$ cat src/rtl/dbgio_pkg.sv
package dbgio_pkg;
   localparam int unsigned NUM_CPU = 2;
   localparam int unsigned OFS_W   = 3;

   typedef enum logic [OFS_W-1:0] {
      OFS_SET  = 3'd0,
      OFS_CLR  = 3'd1,
      OFS_SRC  = 3'd2,
      OFS_DIR  = 3'd3,
      OFS_PINS = 3'd4,
      OFS_OUT  = 3'd5
   } dbgio_ofs_e;
endpackage

$ cat src/rtl/dbgio_regport.sv
module dbgio_regport
   import dbgio_pkg::*;
#(
   parameter int unsigned N  = 16,
   parameter int unsigned AW = 3
) (
   input  logic          clk,
   input  logic          rst_n,
   input  logic          wr_en,
   input  logic          rd_en,
   input  logic [AW-1:0] addr,
   input  logic [N-1:0]  wdata,
   input  logic [N-1:0]  src_q,
   input  logic [N-1:0]  dir_q,
   input  logic [N-1:0]  out_q,
   input  logic [N-1:0]  pins_sync,
   output logic [N-1:0]  set_mask,
   output logic [N-1:0]  clr_mask,
   output logic          src_we,
   output logic          dir_we,
   output logic [N-1:0]  rdata
);
   logic             in_page;
   logic [OFS_W-1:0] ofs;
   logic [N-1:0]     rd_next;

   assign in_page = ((addr >> OFS_W) == '0);
   assign ofs     = addr[OFS_W-1:0];

   // write decode: set/clear masks are gated to zero unless addressed
   assign set_mask = (wr_en && in_page && ofs == OFS_SET) ? wdata : '0;
   assign clr_mask = (wr_en && in_page && ofs == OFS_CLR) ? wdata : '0;
   assign src_we   = wr_en && in_page && (ofs == OFS_SRC);
   assign dir_we   = wr_en && in_page && (ofs == OFS_DIR);

   always_comb begin
      rd_next = '0;
      if (in_page) begin
         case (ofs)
            OFS_SRC:  rd_next = src_q;
            OFS_DIR:  rd_next = dir_q;
            OFS_PINS: rd_next = pins_sync;
            OFS_OUT:  rd_next = out_q;
            default:  rd_next = '0;
         endcase
      end
   end

   always_ff @(posedge clk) begin
      if (!rst_n) begin
         rdata <= '0;
      end else if (rd_en) begin
         rdata <= rd_next;
      end
   end
endmodule

$ cat src/rtl/dbgio_store.sv
module dbgio_store #(
   parameter int unsigned    N       = 16,
   parameter int unsigned    NC      = 2,
   parameter logic [N-1:0]   SRC_RST = '0,
   parameter logic [N-1:0]   DIR_RST = '1
) (
   input  logic                  clk,
   input  logic                  rst_n,
   input  logic [NC-1:0][N-1:0]  set_mask,
   input  logic [NC-1:0][N-1:0]  clr_mask,
   input  logic [NC-1:0][N-1:0]  wdata,
   input  logic [NC-1:0]         src_we,
   input  logic [NC-1:0]         dir_we,
   output logic [N-1:0]          src_q,
   output logic [N-1:0]          dir_q,
   output logic [N-1:0]          out_q
);
   logic [N-1:0] out_n, src_n, dir_n;

   // Highest-numbered port is applied first; port 0 is applied last and wins.
   always_comb begin
      out_n = out_q;
      src_n = src_q;
      dir_n = dir_q;
      for (int c = int'(NC) - 1; c >= 0; c--) begin
         out_n = (out_n | set_mask[c]) & ~clr_mask[c];
         if (src_we[c]) src_n = wdata[c];
         if (dir_we[c]) dir_n = wdata[c];
      end
   end

   always_ff @(posedge clk) begin
      if (!rst_n) begin
         out_q <= '0;
         src_q <= SRC_RST;
         dir_q <= DIR_RST;
      end else begin
         out_q <= out_n;
         src_q <= src_n;
         dir_q <= dir_n;
      end
   end
endmodule

$ cat src/rtl/dbgio_sync.sv
module dbgio_sync #(
   parameter int unsigned N      = 16,
   parameter int unsigned STAGES = 2
) (
   input  logic         clk,
   input  logic         rst_n,
   input  logic [N-1:0] d,
   output logic [N-1:0] q
);
   logic [STAGES-1:0][N-1:0] stg;

   for (genvar s = 0; s < STAGES; s++) begin : g_stage
      if (s == 0) begin : g_first
         always_ff @(posedge clk) begin
            if (!rst_n) stg[0] <= '0;
            else        stg[0] <= d;
         end
      end else begin : g_next
         always_ff @(posedge clk) begin
            if (!rst_n) stg[s] <= '0;
            else        stg[s] <= stg[s-1];
         end
      end
   end

   assign q = stg[STAGES-1];
endmodule

$ cat src/rtl/dbgio_pinmux.sv
module dbgio_pinmux #(
   parameter int unsigned N = 16
) (
   input  logic [N-1:0] src_q,
   input  logic [N-1:0] dir_q,
   input  logic [N-1:0] out_q,
   input  logic [N-1:0] hw_status,
   output logic [N-1:0] pin_out,
   output logic [N-1:0] pin_oe
);
   for (genvar i = 0; i < N; i++) begin : g_pin
      // hardware-sourced pins are always driven; direction only matters for software pins
      assign pin_out[i] = src_q[i] ? out_q[i] : hw_status[i];
      assign pin_oe[i]  = src_q[i] ? dir_q[i] : 1'b1;
   end
endmodule

$ cat src/rtl/dbgio_ctrl.sv
module dbgio_ctrl
   import dbgio_pkg::*;
#(
   parameter int unsigned NUM_PINS     = 16,
   parameter int unsigned ADDR_W       = 3,
   parameter int unsigned SYNC_STAGES  = 2,
   parameter int unsigned SW_PINS_RST  = 4
) (
   input  logic                clk,
   input  logic                rst_n,
   input  logic                cpu0_wr_en,
   input  logic                cpu0_rd_en,
   input  logic [ADDR_W-1:0]   cpu0_addr,
   input  logic [NUM_PINS-1:0] cpu0_wdata,
   output logic [NUM_PINS-1:0] cpu0_rdata,
   input  logic                cpu1_wr_en,
   input  logic                cpu1_rd_en,
   input  logic [ADDR_W-1:0]   cpu1_addr,
   input  logic [NUM_PINS-1:0] cpu1_wdata,
   output logic [NUM_PINS-1:0] cpu1_rdata,
   input  logic [NUM_PINS-1:0] hw_status,
   input  logic [NUM_PINS-1:0] pin_in,
   output logic [NUM_PINS-1:0] pin_out,
   output logic [NUM_PINS-1:0] pin_oe
);
   localparam logic [NUM_PINS-1:0] SRC_RST = {NUM_PINS{1'b1}} << (NUM_PINS - SW_PINS_RST);
   localparam logic [NUM_PINS-1:0] DIR_RST = {NUM_PINS{1'b1}};

   if (NUM_PINS < 1 || NUM_PINS > 32) begin : g_bad_pins
      $error("dbgio_ctrl: NUM_PINS must lie in 1..32");
   end
   if (ADDR_W < OFS_W) begin : g_bad_addr
      $error("dbgio_ctrl: ADDR_W too narrow for the register offsets");
   end
   if (SYNC_STAGES < 2) begin : g_bad_sync
      $error("dbgio_ctrl: SYNC_STAGES must be at least 2");
   end
   if (SW_PINS_RST > NUM_PINS) begin : g_bad_rst
      $error("dbgio_ctrl: SW_PINS_RST exceeds NUM_PINS");
   end

   logic [NUM_CPU-1:0]               wr_en_a, rd_en_a, src_we_a, dir_we_a;
   logic [NUM_CPU-1:0][ADDR_W-1:0]   addr_a;
   logic [NUM_CPU-1:0][NUM_PINS-1:0] wdata_a, rdata_a, set_a, clr_a;
   logic [NUM_PINS-1:0]              src_q, dir_q, out_q, pins_sync;

   assign wr_en_a = {cpu1_wr_en, cpu0_wr_en};
   assign rd_en_a = {cpu1_rd_en, cpu0_rd_en};
   assign addr_a  = {cpu1_addr, cpu0_addr};
   assign wdata_a = {cpu1_wdata, cpu0_wdata};
   assign cpu0_rdata = rdata_a[0];
   assign cpu1_rdata = rdata_a[1];

   for (genvar c = 0; c < NUM_CPU; c++) begin : g_port
      dbgio_regport #(.N(NUM_PINS), .AW(ADDR_W)) u_port (
         .clk       (clk),
         .rst_n     (rst_n),
         .wr_en     (wr_en_a[c]),
         .rd_en     (rd_en_a[c]),
         .addr      (addr_a[c]),
         .wdata     (wdata_a[c]),
         .src_q     (src_q),
         .dir_q     (dir_q),
         .out_q     (out_q),
         .pins_sync (pins_sync),
         .set_mask  (set_a[c]),
         .clr_mask  (clr_a[c]),
         .src_we    (src_we_a[c]),
         .dir_we    (dir_we_a[c]),
         .rdata     (rdata_a[c])
      );
   end

   dbgio_store #(
      .N(NUM_PINS), .NC(NUM_CPU), .SRC_RST(SRC_RST), .DIR_RST(DIR_RST)
   ) u_store (
      .clk      (clk),
      .rst_n    (rst_n),
      .set_mask (set_a),
      .clr_mask (clr_a),
      .wdata    (wdata_a),
      .src_we   (src_we_a),
      .dir_we   (dir_we_a),
      .src_q    (src_q),
      .dir_q    (dir_q),
      .out_q    (out_q)
   );

   dbgio_sync #(.N(NUM_PINS), .STAGES(SYNC_STAGES)) u_sync (
      .clk   (clk),
      .rst_n (rst_n),
      .d     (pin_in),
      .q     (pins_sync)
   );

   dbgio_pinmux #(.N(NUM_PINS)) u_mux (
      .src_q     (src_q),
      .dir_q     (dir_q),
      .out_q     (out_q),
      .hw_status (hw_status),
      .pin_out   (pin_out),
      .pin_oe    (pin_oe)
   );
endmodule

$ cat config.mk
export PLATFORM = sky130hd
export DESIGN_NAME = dbgio_ctrl
export DESIGN_NICKNAME = d
export VERILOG_FILES = /design/src/rtl/dbgio_pkg.sv /design/src/rtl/dbgio_regport.sv /design/src/rtl/dbgio_store.sv /design/src/rtl/dbgio_sync.sv /design/src/rtl/dbgio_pinmux.sv /design/src/rtl/dbgio_ctrl.sv
export SDC_FILE = /design/constraint.sdc
export NUM_CORES = 1
export LEC_CHECK = 0
export BUFFER_PORTS_ARGS = -buffer_cell sky130_fd_sc_hd__clkbuf_2
export CAP_MARGIN = 15
export CORE_ASPECT_RATIO = 1.1
export CORE_MARGIN = 5
export CORE_UTILIZATION = 50
export DETAILED_ROUTE_END_ITERATION = 10
export PLACE_DENSITY = 0.81
export REMOVE_ABC_BUFFERS = 1
export SLEW_MARGIN = 20
export SYNTH_ARGS = -nofsm -noshare
export SYNTH_HDL_FRONTEND = slang
export SYNTH_HIERARCHICAL = 1
export SYNTH_SLANG_ARGS = --single-unit
export TNS_END_PERCENT = 1
$ cat constraint.sdc
create_clock -name clk -period 2.36 [get_ports clk]
set_clock_uncertainty 0.2 [all_clocks]
set_input_delay 0.354 -clock clk [delete_from_list [all_inputs] [get_ports clk]]
set_output_delay 0.354 -clock clk [all_outputs]
set_load 0.01 [all_outputs]
==> results.py, run 1 <==
metrics = {
    "synth": {
        "synth_seq_cells": 112,
        "ys_seq_area_frac": 0.352,
        "yosys_most_used_dff": "dfxtp_1",
        "synth_top_area_frac": 0.352,
        "ys_types": 31,
        "synth_cells": 632,
        "synth-edff-count": 0,
        "synth.largest_area_cell": "dfxtp_1",
        "yosys_warnings": 6,
        "ys_top_cells_by_area": "dfxtp_1, mux2i_1, and2_1",
        "syn_area_mm2": 0.00637,
        "async_flop_share": 0,
        "syn_area_per_cell_um2": 10.1,
    },
    "die": {
        "fp.dieW_um": 118,
        "initial_utilization": 0.508,
        "dieArea_mm2": 0.0151,
        "io_pins": 140,
        "core_area_mm2": 0.0125,
        "row_count": 43,
        "die_y_um": 128,
    },
    "min_path": {
        "worstHoldPathType": "primary input to register",
        "holdPathEnd": "u_sync/stg[13]$_SDFF_PN0_",
        "hold_start": "pin_in[13]",
        "min_path_cells": 2,
    },
    "critical_path": {
        "cp_num_buf_inv": 1,
        "crit_slowest_cell": "dfxtp_1",
        "path_class": "register to primary output",
        "crit_required_ns": 1.81,
        "critical-path-top-delay-family": "flip-flops",
        "rr_endpoint": "g_port[0].u_port/rdata[13]$_SDFFE_PN0P_",
        "end_kind": "primary output",
        "cpPeakStageDelay_ns": 0.46,
        "crit_arrival_ns": 1.26,
        "cp_max_fo": 5,
        "path_depth": 2,
        "r2r_start": "u_store/src_q[13]$_SDFFE_PN1P_",
        "crit_chain": "mux2_4 -> clkbuf_2",
        "reg2reg_depth": 3,
        "start_kind": "register",
        "r2r_setup_slack_ns": 1.15,
    },
    "clocking": {
        "cts_tree": "built",
        "clk_latency_ns": 0.36,
        "h-tree-depth": 3,
        "cts_resized": 0,
        "clockRootBuffer": "clkbuf_16",
        "numCtsBuffers": 9,
        "clkSlewWorstSetupHoldPaths_ns": 0.07,
        "cts_setup_buffers": 0,
        "clkSinkCount": 112,
        "holdBufCountCts": 1,
        "ctsLongestPathBuffers": 2,
    },
    "sta": {
        "drv_slew": 0,
        "max_freq_mhz": 551,
        "final-setup-viol-count": 0,
        "fin_crit_ns": 1.82,
        "tns_ns": 0,
        "tightest_slew_ns": 0.636,
        "slew_headroom": 0.576,
        "timing_hold_violations_final": 0,
        "holdWs_ns": 0.0126,
        "fin_crit_sh": 0.770,
        "grt_setup_unrepaired": "no",
    },
    "drt": {
        "drt-initial-drc-count": 226,
        "drt-total-wl_um": 17300,
        "routedWlPerCell_um": 19.1,
        "viasPerCell": 5.59,
        "drc": 0,
        "ant_nets": 0,
        "dr.pass1.iters": 5,
        "num_vias": 5034,
    },
    "final_layout": {
        "nNetsFinal": 816,
        "final_layout_size_suffix_gt1_frac": 0.319,
        "antennaDiodeCount": 0,
        "stdcell_area_mm2": 0.00726,
        "layout.cells.non_filler": 901,
        "area_delta_synth_final_pct": 14.0,
    },
    "global_route": {
        "grt_usage": 0.224,
        "grt_max_degree": 114,
        "antenna_found_initial": 0,
        "grt_overflow": 0,
        "grt_first_pass_wirelength_um": 27000,
        "grt_pass1_vias": 5159,
    },
    "pwr": {
        "power_mw": 4.18,
        "peakVddDrop_v": 0.000367,
        "p_leak_nw": 3.48,
        "power.density_mw_per_mm2": 576,
    },
    "job": {
        "drv_cap": 0,
    },
    "placed_design": {
        "place_inst": 885,
        "postPlaceCellArea_mm2": 0.00695,
        "io_buffers": 139,
        "place.gp.congestion": 0.839,
        "hpwl_um": 11600,
    },
    "outcome": {
        "outcome": "finished, final reports clean",
    },
}
## metrics by stage
stage | util | setup WS (ns)
2_1_floorplan | - | 0.570
3_3_place_gp | 0.554 | 0.299
3_5_place_dp | 0.554 | 0.255
4_1_cts | 0.579 | 0.544
5_1_grt | 0.579 | 0.516
6_report | 0.579 | 0.544
## area by class of cell
cell class	instances	area, um2
repair buffers	155	833
multi-input cells	446	3620
fillers	1083	5280
clock inverters	2	38.8
flip-flops and latches	112	2240
inverters	16	60.1
clock buffers	13	260
well taps	157	196
## power by group
group          internal [mW]  switching, mW  leakage (nW)
clock                  0.879          0.680         0.146
combinational          0.297          0.291          2.42
sequential              1.97         0.0648         0.916
total                   3.15           1.04          3.48
## cells in the final DEF, fill, tap and decap left out, drive strengths merged, types with 4 or more instances in the layout
cell,Yosys,layout
nor2b,21,21
o21bai,16,16
o21a,32,32
nand2b,43,43
and4bb,4,4
and2,96,96
mux2i,84,84
o211a,12,12
nand3b,4,4
inv,16,16
and2b,13,13
a21oi,36,36
o22ai,32,32
mux2,28,28
and3b,20,20
buf,44,16
dfxtp,112,112
clkbuf,14,151
## worst reg2reg max path, delay by kind of cell (launching register included)
kind | cells | cell delay (ns)
flops | 1 | 0.45
compound gates | 2 | 0.40
mux | 1 | 0.11
## cells by family (layout without fill, tap and decap cells)
group           Yosys count  in the layout  synth area share
buf+inv                  74            186            0.0788
simple gates            206            206             0.239
mux                     112            112             0.195
flops                   112            112             0.352
compound gates          128            128             0.135
## sequential cells by signal (all words and copies together) (netlist names)
| signal | cells |
|---|---|
| u_store/src_q | 16 |
| u_sync/stg | 16 |
| u_sync/q | 16 |
| u_store/dir_q | 16 |
| g_port.u_port/rdata | 32 |
| u_store/out_q | 16 |
## metal layers
metal  up-vias  global-route usage  share of wire  wire length, um
met5         -                   0              0                0
met3        35              0.0470          0.058             1010
met1      2430               0.264           0.41             7040
li1       2391                   -              -                -
met2       178               0.390           0.51             8790
met4         0               0.109          0.024              420
## synthesized netlist by cell type, types with 2 or more instances
cell type and n:
a21oi_1 36, mux2_2 6, dfxtp_1 112, nand3b_4 4, buf_2 3, clkbuf_1 10, o21bai_1 16, mux2i_1 84
and4bb_2 2, and2_1 64, o22ai_1 32, nand2b_1 43, clkbuf_2 4, buf_8 2, and2_2 32, and3b_1 20
nor2b_1 21, o211a_1 12, o21a_1 32, mux2_4 22, buf_1 3, buf_4 23, and2b_1 13, and4b_1 2
inv_1 16, buf_6 12, nor4b_4 2
## how the worst max path moves through the flow
stage | startpoint | endpoint
floorplan | cpu1_addr[0] | u_store/src_q[10]$_SDFFE_PN0P_
global placement | cpu1_addr[2] | u_store/src_q[9]$_SDFFE_PN0P_
detailed placement | cpu1_addr[2] | u_store/src_q[8]$_SDFFE_PN0P_
CTS | u_store/src_q[3]$_SDFFE_PN0P_ | pin_out[3]
global route | u_store/src_q[5]$_SDFFE_PN0P_ | pin_out[5]
finish | u_store/src_q[3]$_SDFFE_PN0P_ | pin_out[3]
(Power assumes the default switching activity.)
==> inputs of run 2 (changes only) <==
--- a/config.mk
+++ b/config.mk
@@ -11,7 +11,7 @@
 export CORE_MARGIN = 5
 export CORE_UTILIZATION = 50
 export DETAILED_ROUTE_END_ITERATION = 10
-export PLACE_DENSITY = 0.81
+export PLACE_DENSITY = 0.84
 export REMOVE_ABC_BUFFERS = 1
 export SLEW_MARGIN = 20
 export SYNTH_ARGS = -nofsm -noshare
==> constraint.sdc (replaced) <==
create_clock -name clk -period 1.5 [get_ports clk]
set_clock_uncertainty 0.2 [all_clocks]
set_input_delay 0.225 -clock clk [delete_from_list [all_inputs] [get_ports clk]]
set_output_delay 0.225 -clock clk [all_outputs]
set_load 0.01 [all_outputs]
==> run 2 against run 1 <==
Net effect:
- clock-buffer cell count fell by 3
- sequential cell count is the same
- utilization rose by 5.1 points
- combinational power up 80%
- clock power increased by 61%
- critical path depth unchanged
- non-clock buffer count increased by 53
- hold slack better by 0.0010 ns
- total power up 61%
- sequential power up 57%
- design area increased by 8.9%
- the run now ends with setup timing left
==> results.py, run 2 (synthesized netlist as in run 1, its figures left out) <==
metrics = {
    "clocking": {
        "clkSinkCount": 112,
        "clk_latency_ns": 0.35,
        "cts_tree": "built",
        "clkSlewWorstSetupHoldPaths_ns": 0.08,
        "h-tree-depth": 3,
        "numCtsBuffers": 9,
        "ctsLongestPathBuffers": 2,
        "clockRootBuffer": "clkbuf_16",
    },
    "die": {
        "core_area_mm2": 0.0125,
        "row_count": 43,
        "io_pins": 140,
        "die_y_um": 128,
        "fp.dieW_um": 118,
        "initial_utilization": 0.508,
        "dieArea_mm2": 0.0151,
    },
    "critical_path": {
        "startpoint": "u_store/src_q[15]$_SDFFE_PN1P_",
        "rr_endpoint": "u_store/src_q[6]$_SDFFE_PN0P_",
        "crit_arrival_ns": 1.15,
        "r2r_setup_slack_ns": 0.22,
        "reg2reg_depth": 3,
        "path_class": "register to primary output",
        "end_kind": "primary output",
        "r2r_start": "u_store/src_q[6]$_SDFFE_PN0P_",
        "cp_max_fo": 2,
        "start_kind": "register",
        "crit_required_ns": 1.07,
    },
    "pwr": {
        "power.density_mw_per_mm2": 854,
        "p_leak_nw": 3.80,
        "peakVddDrop_v": 0.000506,
    },
    "global_route": {
        "grt_max_degree": 39,
        "antenna_found_initial": 0,
        "grt_overflow": 0,
        "grt_first_pass_wirelength_um": 26600,
        "grt_pass1_vias": 5231,
        "grt_usage": 0.220,
    },
    "outcome": {
        "violations": "setup timing",
        "outcome": "finished, violations left",
    },
    "placed_design": {
        "place.gp.congestion": 0.804,
        "pre_cts_slack_ns": -0.172,
        "hpwl_um": 11900,
        "io_buffers": 139,
        "place_inst": 912,
    },
    "final_layout": {
        "area_delta_synth_final_pct": 24.1,
        "final_cell_mix": "clkbuf_2, dfxtp_1, mux2i_1",
        "layout.cells.non_filler": 955,
        "antennaDiodeCount": 0,
        "fillers": 1018,
        "layout_commonest_cell": "clkbuf_2",
        "final_layout_size_suffix_gt1_frac": 0.371,
        "nNetsFinal": 869,
        "largest-register": "g_port.u_port/rdata",
        "largest_reg_flops": 32,
    },
    "sta": {
        "tightest_slew_ns": 0.323,
        "setup_ws_ns": -0.0752,
        "fin_crit_sh": 1.05,
        "timing_hold_violations_final": 0,
        "max_freq_mhz": 635,
        "fin_crit_ns": 1.58,
        "grt_setup_unrepaired": "yes",
        "final-setup-viol-count": 16,
        "slew_headroom": 0.784,
        "drv_slew": 0,
    },
    "min_path": {
        "hold_start": "cpu1_wdata[10]",
        "min_path_cells": 3,
        "worstHoldPathType": "primary input to register",
        "holdPathEnd": "u_store/dir_q[10]$_SDFFE_PN1P_",
    },
    "drt": {
        "drt-initial-drc-count": 311,
        "dr.pass1.iters": 4,
        "drc": 0,
        "ant_nets": 0,
        "viasPerCell": 5.35,
        "drt-total-wl_um": 17000,
        "routedWlPerCell_um": 17.8,
        "num_vias": 5111,
    },
    "job": {
        "drv_cap": 0,
    },
}
-- run 2: cell types whose count changed in the layout (fill, tap and decap cells not counted), sizes merged --
cell,delta
dlygate4sd3,+16
inv,+3
clkbuf,-12
clkinv,+1
buf,+46
-- run 2: power by group --
| group | internal (mW) | total (mW) | leakage, nW | switching (mW) |
|---|---|---|---|---|
| clock | 1.37 | 2.51 | 0.154 | 1.15 |
| combinational | 0.570 | 1.06 | 2.73 | 0.488 |
| sequential | 3.09 | 3.18 | 0.924 | 0.0918 |
| total | 5.02 | 6.75 | 3.80 | 1.73 |
-- run 2: layer usage --
metal,share of wire,global-route usage,vias to the layer above
li1,-,-,2501
met1,0.44,0.275,2421
met2,0.47,0.360,160
met3,0.068,0.0589,29
met4,0.025,0.0958,0
met5,0,0,-
-- run 2: how the worst max path moves through the flow --
stage | to | cells after the start
after floorplan | u_store/src_q[10]$_SDFFE_PN0P_ | 3
after global placement | u_store/src_q[9]$_SDFFE_PN0P_ | 5
after detailed placement | u_store/src_q[9]$_SDFFE_PN0P_ | 5
after CTS | pin_out[9] | 2
after global routing | pin_out[9] | 2
final | pin_out[15] | 2
-- run 2: per-stage QoR --
stage               power (mW)   util  TNS (ns)  hold WS (ns)  area, um2
floorplan                 3.72      -     -3.66         0.143       5920
global placement          4.21  0.576     -5.98         0.228       7220
detailed placement        4.23  0.576     -7.26         0.232       7220
CTS                       6.77  0.627     -1.11       0.00130       7860
global route              6.99  0.630     -1.39        0.0270       7900
finish                    6.75  0.630    -0.966        0.0136       7900
-- run 2: critical path, cell delays in order, from the launching register on --
cell     delay (ns)
dfxtp_2        0.36
mux2_4         0.31
buf_6          0.13
-- run 2: layout make-up --
cell class	instances	area [um2]	area share
inverter	16	60.1	0.00760
clock buffer	10	239	0.0303
sequential	112	2300	0.291
tap	157	196	0.0249
clock inverter	6	73.8	0.00935
multi-input combinational	446	3650	0.462
timing repair buffer	208	1380	0.175
-- run 2: repair_timing --
item / 4_1_cts / 5_1_grt
setup buffers: 10 / 0
hold buffers: 17 / 0
gates resized for setup: 34 / 17
endpoints found under the setup margin: 18 / 24
endpoints found under the hold margin: 17 / 0
==> inputs of run 3 (changes only) <==
--- a/config.mk
+++ b/config.mk
@@ -10,6 +10,7 @@
 export CORE_ASPECT_RATIO = 1.1
 export CORE_MARGIN = 5
 export CORE_UTILIZATION = 50
+export CTS_BUF_LIST = sky130_fd_sc_hd__clkbuf_8
 export DETAILED_ROUTE_END_ITERATION = 10
 export PLACE_DENSITY = 0.84
 export REMOVE_ABC_BUFFERS = 1
==> run 3 against run 2 <==
Net effect:
- the flow still finishes with violations (setup timing)
- sequential power barely moved
- routed wire length increased by 0.16%
- global-route usage about the same
- non-clock buffer count rose by 25
- clock power decreased by 24%
- utilization up 1.7 points
- worst setup slack got worse by 0.062 ns
- total power shrank 7.7%
- critical path depth unchanged
- register-to-register slack worse by 0.05 ns
- sequential share of layout area down 0.64 points
- design area up 2.7%
==> results.py, run 3 (synthesized netlist as in run 1, its figures left out) <==
metrics = {
    "final_layout": {
        "seqCellArea_mm2": 0.00231,
        "multi_input_area_mm2": 0.00366,
        "fillers": 987,
        "largest-register": "g_port.u_port/rdata",
        "final_cell_mix": "clkbuf_2, dfxtp_1, mux2i_1",
        "stdcell_area_mm2": 0.00811,
        "area_delta_synth_final_pct": 27.4,
        "antennaDiodeCount": 0,
        "largest_reg_flops": 32,
        "layout_commonest_cell": "clkbuf_2",
        "nNetsFinal": 894,
        "final_layout_size_suffix_gt1_frac": 0.365,
    },
    "clocking": {
        "clk_latency_ns": 0.38,
        "cts_tree": "built",
        "numCtsBuffers": 9,
        "clkSinkCount": 112,
        "ctsLongestPathBuffers": 2,
        "clockRootBuffer": "clkbuf_8",
        "clkSlewWorstSetupHoldPaths_ns": 0.11,
        "h-tree-depth": 3,
    },
    "critical_path": {
        "path_depth": 2,
        "end_kind": "primary output",
        "crit_required_ns": 1.07,
        "critical-path-top-delay-family": "flip-flops",
        "reg2reg_depth": 5,
        "crit_arrival_ns": 1.21,
        "path_class": "register to primary output",
        "cp_num_buf_inv": 1,
        "start_kind": "register",
        "cp_max_fo": 5,
        "cpPeakStageDelay_ns": 0.40,
        "crit_slowest_cell": "dfxtp_4",
        "crit_chain": "mux2_4 -> buf_6",
    },
    "sta": {
        "timing_hold_violations_final": 0,
        "fin_crit_sh": 1.09,
        "tightest_slew_ns": 0.363,
        "tns_ns": -1.95,
        "final-setup-viol-count": 17,
        "fin_crit_ns": 1.64,
        "max_freq_mhz": 611,
        "slew_headroom": 0.757,
        "drv_slew": 0,
        "grt_setup_unrepaired": "yes",
        "setup_ws_ns": -0.137,
    },
    "outcome": {
        "violations": "setup timing",
        "outcome": "finished, violations left",
    },
    "die": {
        "fp.dieW_um": 118,
        "initial_utilization": 0.508,
        "dieArea_mm2": 0.0151,
        "die_y_um": 128,
        "core_area_mm2": 0.0125,
        "row_count": 43,
        "io_pins": 140,
    },
    "pwr": {
        "p_leak_nw": 3.89,
        "clockPowerShare": 0.309,
        "p_seq_frac": 0.512,
        "intPower_mw": 4.55,
        "pwr-share-comb": 0.180,
        "power.density_mw_per_mm2": 767,
        "p_switching_mw": 1.68,
        "peakVddDrop_v": 0.000461,
        "p_sw_frac": 0.269,
    },
    "global_route": {
        "grt_pass1_vias": 5334,
        "grt_usage": 0.220,
        "grt_max_degree": 39,
        "grt_overflow": 0,
        "grt_first_pass_wirelength_um": 26900,
        "antenna_found_initial": 0,
    },
    "drt": {
        "drt-total-wl_um": 17000,
        "viasPerCell": 5.33,
        "ant_nets": 0,
        "routedWlPerCell_um": 17.4,
        "drc": 0,
        "num_vias": 5222,
        "dr.pass1.iters": 5,
        "drt-initial-drc-count": 323,
    },
    "min_path": {
        "worstHoldPathType": "primary input to register",
        "min_path_cells": 3,
    },
    "placed_design": {
        "hpwl_um": 11900,
        "postPlaceCellArea_mm2": 0.00722,
        "io_buffers": 139,
        "place.gp.congestion": 0.804,
    },
    "job": {
        "drv_cap": 0,
    },
}
## run 3: worst reg2reg max path, cell delays in order, from the launching register on
cell	delay (ns)
dfxtp_4	0.37
buf_4	0.13
buf_6	0.12
mux2i_1	0.13
o22ai_1	0.10
o21a_1	0.18
## run 3: timing repair
action / in CTS / in global routing
hold buffers: 46 / 0
gates resized for setup: 39 / 27
setup buffers: 3 / 3
hold endpoints to repair: 60 / 0
setup endpoints to repair: 22 / 32
## run 3: layout make-up
class | count | area share
multi-input combinational | 446 | 0.451
sequential | 112 | 0.285
timing repair buffer | 233 | 0.206
tap | 157 | 0.0242
clock buffer | 10 | 0.0170
clock inverter | 6 | 0.00910
inverter | 16 | 0.00740
## run 3: per-stage QoR
step           hold WS (ns)  worst slack (ns)  power [mW]  utilization  instances
6_report             0.0111            -0.137        6.23        0.647        980
5_1_grt              0.0216            -0.151        6.46        0.647        980
4_1_cts             0.00362            -0.137        6.23        0.639        977
3_5_place_dp          0.232            -0.172        4.23        0.576        912
3_3_place_gp          0.228            -0.156        4.21        0.576        912
2_1_floorplan         0.143            -0.161        3.72            -        574
## run 3: path summary, 6_finish.rpt
kind,to,slack [ns],startpoint
max reg2reg,g_port[1].u_port/rdata[15]$_SDFFE_PN0P_,0.17,u_store/src_q[15]$_SDFFE_PN1P_
min,u_store/dir_q[11]$_SDFFE_PN1P_,0.01,cpu1_wdata[11]
max,pin_out[7],-0.14,u_store/src_q[7]$_SDFFE_PN0P_
min reg2reg,u_sync/q[13]$_SDFF_PN0_,0.25,u_sync/stg[13]$_SDFF_PN0_
## run 3: per-layer routing
metal  global-route usage  vias to the layer above  routed length (um)
met5                    0                        -                   0
met2                0.367                      158                8180
met1                0.281                     2483                7480
li1                     -                     2553                   -
met4               0.0897                        0                 383
met3               0.0431                       28                1000
## run 3: power groups by stage
stage               Combinational (mW)  Sequential, mW  Clock (mW)
finish                            1.12            3.18        1.92
floorplan                        0.472            3.25           0
CTS                               1.09            3.18        1.96
global route                      1.21            3.20        2.05
global placement                 0.952            3.26           0
detailed placement               0.970            3.26           0
